--- src/rtl/hpb_pkg.sv ---
package hpb_pkg;
    localparam logic [1:0] SEL_ADDR = 2'd0;
    localparam logic [1:0] SEL_CMD  = 2'd1;
    localparam logic [1:0] SEL_DATA = 2'd2;

    localparam int CMD_BIT_RD  = 0;
    localparam int CMD_BIT_WR  = 1;
    localparam int CMD_BIT_INC = 2;

    typedef struct packed {
        logic rd;
        logic wr;
        logic inc;
    } hpb_cmd_t;
endpackage

--- src/rtl/hpb_cmd_decode.sv ---
module hpb_cmd_decode
    import hpb_pkg::*;
#(
    parameter int DATA_W = 8
) (
    input  logic [DATA_W-1:0] cmd_byte,
    output hpb_cmd_t          cmd
);
    always_comb begin
        cmd.rd  = cmd_byte[CMD_BIT_RD] & ~cmd_byte[CMD_BIT_WR];
        cmd.wr  = cmd_byte[CMD_BIT_WR] & ~cmd_byte[CMD_BIT_RD];
        cmd.inc = cmd_byte[CMD_BIT_INC];
    end
endmodule

--- src/rtl/hpb_mem.sv ---
module hpb_mem #(
    parameter int AW = 8,
    parameter int DW = 8
) (
    input  logic          clk,
    input  logic          we,
    input  logic [AW-1:0] addr,
    input  logic [DW-1:0] wdata,
    output logic [DW-1:0] rdata
);
    localparam int DEPTH = 1 << AW;

    logic [DW-1:0] store_q [DEPTH];

    always_ff @(posedge clk) begin
        if (we) begin
            store_q[addr] <= wdata;
        end
    end

    assign rdata = store_q[addr];
endmodule

--- src/rtl/hostport_bridge.sv ---
module hostport_bridge
    import hpb_pkg::*;
#(
    parameter int DATA_W = 8,
    parameter int MEM_AW = 8
) (
    input  logic              clk,
    input  logic              rst_n,
    input  logic [1:0]        host_sel,
    input  logic              host_wr,
    input  logic              host_rd,
    input  logic [DATA_W-1:0] host_wdata,
    output logic [DATA_W-1:0] host_rdata
);
    localparam int ADDR_W = 2 * DATA_W;

    typedef struct packed {
        logic [ADDR_W-1:0] addr;
        logic              hi_sel;
        hpb_cmd_t          cmd;
    } state_t;

    state_t            state_d, state_q;
    hpb_cmd_t          dec_cmd;
    logic              mem_we;
    logic [DATA_W-1:0] mem_rdata;
    logic              wr_addr, wr_cmd, wr_data, rd_data, step;

    logic [ADDR_W-1:0] cur_addr;
    logic              cur_hi_sel;
    logic              cur_rd, cur_wr, cur_inc;

    hpb_cmd_decode #(.DATA_W(DATA_W)) u_dec (
        .cmd_byte (host_wdata),
        .cmd      (dec_cmd)
    );

    hpb_mem #(.AW(MEM_AW), .DW(DATA_W)) u_mem (
        .clk   (clk),
        .we    (mem_we),
        .addr  (state_q.addr[MEM_AW-1:0]),
        .wdata (host_wdata),
        .rdata (mem_rdata)
    );

    always_comb begin
        state_d = state_q;
        wr_addr = host_wr && (host_sel == SEL_ADDR);
        wr_cmd  = host_wr && (host_sel == SEL_CMD);
        wr_data = host_wr && (host_sel == SEL_DATA);
        rd_data = host_rd && (host_sel == SEL_DATA);
        mem_we  = wr_data && state_q.cmd.wr;
        step    = mem_we || (rd_data && state_q.cmd.rd);

        if (wr_addr) begin
            if (state_q.hi_sel) begin
                state_d.addr[ADDR_W-1:DATA_W] = host_wdata;
            end else begin
                state_d.addr[DATA_W-1:0] = host_wdata;
            end
            state_d.hi_sel = ~state_q.hi_sel;
        end

        if (wr_cmd) begin
            state_d.cmd    = dec_cmd;
            state_d.hi_sel = 1'b0;
        end

        if (step && state_q.cmd.inc) begin
            state_d.addr = state_q.addr + 1'b1;
        end

        if ((host_sel == SEL_DATA) && state_q.cmd.rd) begin
            host_rdata = mem_rdata;
        end else begin
            host_rdata = '0;
        end
    end

    always_ff @(posedge clk) begin
        if (!rst_n) begin
            state_q <= '0;
        end else begin
            state_q <= state_d;
        end
    end

    assign cur_addr   = state_q.addr;
    assign cur_hi_sel = state_q.hi_sel;
    assign cur_rd     = state_q.cmd.rd;
    assign cur_wr     = state_q.cmd.wr;
    assign cur_inc    = state_q.cmd.inc;
endmodule

--- config.mk ---
export PLATFORM = sky130hd
export DESIGN_NAME = hostport_bridge
export DESIGN_NICKNAME = d
export VERILOG_FILES = /design/src/rtl/hpb_pkg.sv /design/src/rtl/hpb_cmd_decode.sv /design/src/rtl/hpb_mem.sv /design/src/rtl/hostport_bridge.sv
export SDC_FILE = /design/constraint.sdc
export NUM_CORES = 2
export LEC_CHECK = 0
export ABC_AREA = 1
export BUFFER_PORTS_ARGS = -buffer_cell sky130_fd_sc_hd__buf_2
export CAP_MARGIN = 15
export CORE_MARGIN = 2
export CORE_UTILIZATION = 50
export CTS_CLUSTER_SIZE = 25
export DETAILED_ROUTE_END_ITERATION = 10
export PLACE_DENSITY = 0.7
export SLEW_MARGIN = 5
export SYNTH_ARGS = -nofsm -noshare
export SYNTH_HDL_FRONTEND = slang
export SYNTH_SLANG_ARGS = --single-unit
--- constraint.sdc ---
create_clock -name clk -period 1.95 [get_ports clk]
set_input_delay 0 -clock clk [delete_from_list [all_inputs] [get_ports clk]]
set_output_delay 0 -clock clk [all_outputs]
set_load 0.005 [all_outputs]
==> qor.yml <==
global_routing:
  overflow: 0
  grt_pass1_wl_um: 363900
  track_usage_pct: 28.62
  grt_pass1_vias: 57052
  antenna_found_initial: 9
  grt_max_degree: 87
sta:
  tns_ns: -11.16
  tightestPinTransition_ns: 0.7170
  finalWorstSetupSlack_ns: -1.434
  finalSetupViolCount: 13
  hold_viol: 0
  finalCritPeriodShare_pct: 173.6
  max-slew-margin-rel_pct: 52.15
  rsz0062_at_grt: "yes"
  fmax_mhz: 295.5
  period_minus_slack_ns: 3.384
  final-max-slew-violation-count: 0
  worst_clock_skew_ns: 0.04631
cells_and_area:
  nNetsFinal: 7695
  drive_gt1_share_pct: 18.27
  final_area_um2: 102500
  area_growth_pct: 22.04
critical_path:
  crit_slowest_cell: "dfxtp_4"
  critPathKind: "reg -> out"
  rr_endpoint: "u_mem.store_q[5][7]$_DFFE_PP_"
  critPathCaptureType: "output port"
  path_max_fanout: 19
  cp-start-kind: "flop"
  reg2regPathDepth: 7
  cp.arrival_ns: 3.38
  crit_chain: "buf_4 -> buf_12 -> buf_4 -> nand2_1 -> nand3_1 -> nand3_1 -> nand3_1 -> nand3_1 -> nand3_2 -> nand3_2 -> nand3_2 -> nand2_1 -> nor2_4 -> buf_2"
  cpPeakStageDelay_ns: 0.37
  crit_path_frequent_cell: "nand3_1"
  required_ns: 1.95
  timing.rr.start: "cur_wr$_SDFFE_PN0P_"
  r2r_slack_ns: 0
synth:
  syn-num-nets: 7115
  ys_ff_latch: 2068
  netlist_instances: 7097
  synthTopCellsByArea: "edfxtp_1 (73%), nand3_1 (12%), nand2_1 (9.4%), nor2_1 (1.6%), buf_2 (1.4%)"
  synth_compound_area_share_pct: 0.5674
  synthMuxAreaShare_pct: 0
  yosysUniqueCellTypes: 27
  synth_top_family_by_area: "simple AND/OR/NAND/NOR gates"
  synth-simple-area-share_pct: 22.57
  yosysWarningCount: 0
  synth_area_per_cell_um2: 11.84
  syn-cell-area_um2: 84020
  ys_seq_area_share_pct: 73.67
  synth-xor-area-share_pct: 0.04170
  yosysTopAreaCellShare_pct: 73.20
  synth_top_cell_by_area: "edfxtp_1"
  synth_fa_ha_area_share_pct: 0.05957
min_path:
  min_path_cells: 2
  hold_start: "host_wdata[7]"
  min_path_type: "in -> reg"
  hold-path-endpoint: "u_mem.store_q[67][7]$_DFFE_PP_"
pwr:
  p_total_mw: 93.95
  ir_worst_vdd_v: 0.0008280
  power_density_nw_per_um2: 916.3
  cellLeakagePower_nw: 36.89
clock_network:
  clkLatencyLatePin_ns: 0.86
  htreeDepth: 4
  numCtsBuffers: 201
  clk_pin_slew_worst_paths_ns: 0.07
  cts-root-buf: "clkbuf_16"
  cts_tree: "done"
  cts_buffer_depth: 3
  clock-sinks: 2068
route:
  postRouteAntennaNets: 0
  wl_per_cell_um: 24.95
  vias: 60464
  vias_per_cell: 6.017
  dr.pass1.iters: 6
  route.detailed.drc: 0
  routed_wl_um: 250700
  drt_iter0_markers: 8976
die:
  core_um2: 167000
  ios: 22
  rows: 150
  dieHeight_um: 413.9
  die_width_um: 413.9
  dieArea_um2: 171300
  initial_core_util_pct: 50.30
placed_design:
  io_buffers: 21
  dpl.hpwl_um: 144600
  dpl_cell_area_um2: 91970
  gp_congestion: 0.9543
  preCtsSetupSlack_ns: -0.9197
run_status:
  violations: "negative setup slack"
  outcome: "complete, but fails checks"
run:
  cap_violations: 0
-- worst max path at each step --
stage	from	end	slack (ns)	cells past startpoint
floorplan	cur_addr[3]$_SDFFE_PN0N_	u_mem.store_q[105][0]$_DFFE_PP_	0.05	6
global route	flop	host_rdata[0]	-1.46	17
finish	flop	host_rdata[5]	-1.43	14
CTS	flop	host_rdata[0]	-1.35	17
detailed placement	flop	host_rdata[7]	-0.92	15
global placement	flop	host_rdata[7]	-0.92	15
-- layout make-up --
type                            instances  area (um^2)
Fill cell                           12191        64500
Multi-Input combinational cell       4498        20930
Clock inverter                        116         1111
Inverter                               49        246.5
Timing Repair inverter                  5        71.32
Sequential cell                      2068        61920
Timing Repair Buffer                  854        10170
Antenna cell                            5        12.51
Clock buffer                          250         5319
Tap cell                             2204         2758
-- cells by family (layout without fill, tap and decap cells) --
kind of cell | Yosys count | count (layout)
flops | 2068 | 2068
compound gates | 87 | 87
fa+ha+maj | 4 | 4
other cells | 0 | 5
buf+inv | 531 | 1274
simple gates | 4403 | 4403
xor+xnor | 4 | 4
-- synth_stat cells --
library cell / count
a31oi_1: 3
nand3b_1: 2
ha_1: 4
clkinv_1: 1
nor2_1: 367
a22oi_1: 1
dfxtp_1: 20
inv_4: 1
nand3_1: 1937
xor2_1: 4
inv_1: 44
buf_2: 229
o21ai_0: 36
o221ai_1: 2
edfxtp_1: 2048
inv_2: 3
a221oi_1: 2
buf_1: 53
a21oi_1: 24
o21ai_1: 3
buf_4: 51
o22ai_1: 16
clkbuf_1: 133
nand2_1: 2096
or2_2: 1
buf_6: 15
buf_8: 1
-- repair_timing --
item,CTS,global route
hold buffers,18,0
endpoints found under the hold margin,2062,0
buffers inserted,23,18
pin swaps,31,38
setup endpoints to repair,218,1251
gates resized for setup,269,239
gates cloned,38,12
-- worst max-delay path, delay by kind of cell (launching register included) --
kind	cells	cell delay, ns
and+or+nand+nor	10	1.41
DFF	1	0.37
buffers and inverters	4	0.75
-- metal layers --
layer | vias up | share of wire (%) | track usage (%)
met5 | - | 0.018 | 0
met4 | 8 | 4.8 | 13.32
met3 | 730 | 12 | 5.985
met2 | 4057 | 46 | 43.79
met1 | 29259 | 37 | 39.50
li1 | 26410 | - | -
-- power by group --
| group | internal, mW | total [mW] | leakage (nW) | switching (mW) |
|---|---|---|---|---|
| combinational | 2.32 | 6.78 | 15.2 | 4.46 |
| clock | 21.6 | 38.3 | 3.14 | 16.7 |
| sequential | 48.8 | 48.9 | 18.6 | 0.0295 |
| total | 72.7 | 94.0 | 36.9 | 21.2 |
-- registers in the layout, summed over array words and instances, names as in the netlist, named ones only --
| signal | count |
|---|---|
| cur_hi_sel | 1 |
| cur_wr | 1 |
| cur_inc | 1 |
| cur_rd | 1 |
| u_mem.store_q | 2048 |
| cur_addr | 8 |
-- per-stage QoR --
stage / std cells / hold slack (ns) / util (%)
global placement: 9571 / 0.3454 / 55.06
finish: 10049 / 0.1228 / 61.39
floorplan: 7097 / 0.09887 / -
global route: 10045 / 0.1092 / 61.38
detailed placement: 9571 / 0.3523 / 55.06
CTS: 10015 / 0.04138 / 60.57
-- cell usage in the layout (no fill, tap or decap), drive strengths merged, types with 18 or more instances in the layout --
master	count
edfxtp	2048
dlygate4sd3	18
clkbuf	260
nand2	2096
nand3	1937
inv	58
nor2	367
dfxtp	20
bufbuf	20
o21ai	39
a21oi	24
clkinv	89
buf	806
Note: power is estimated with default switching activity, not from simulation.
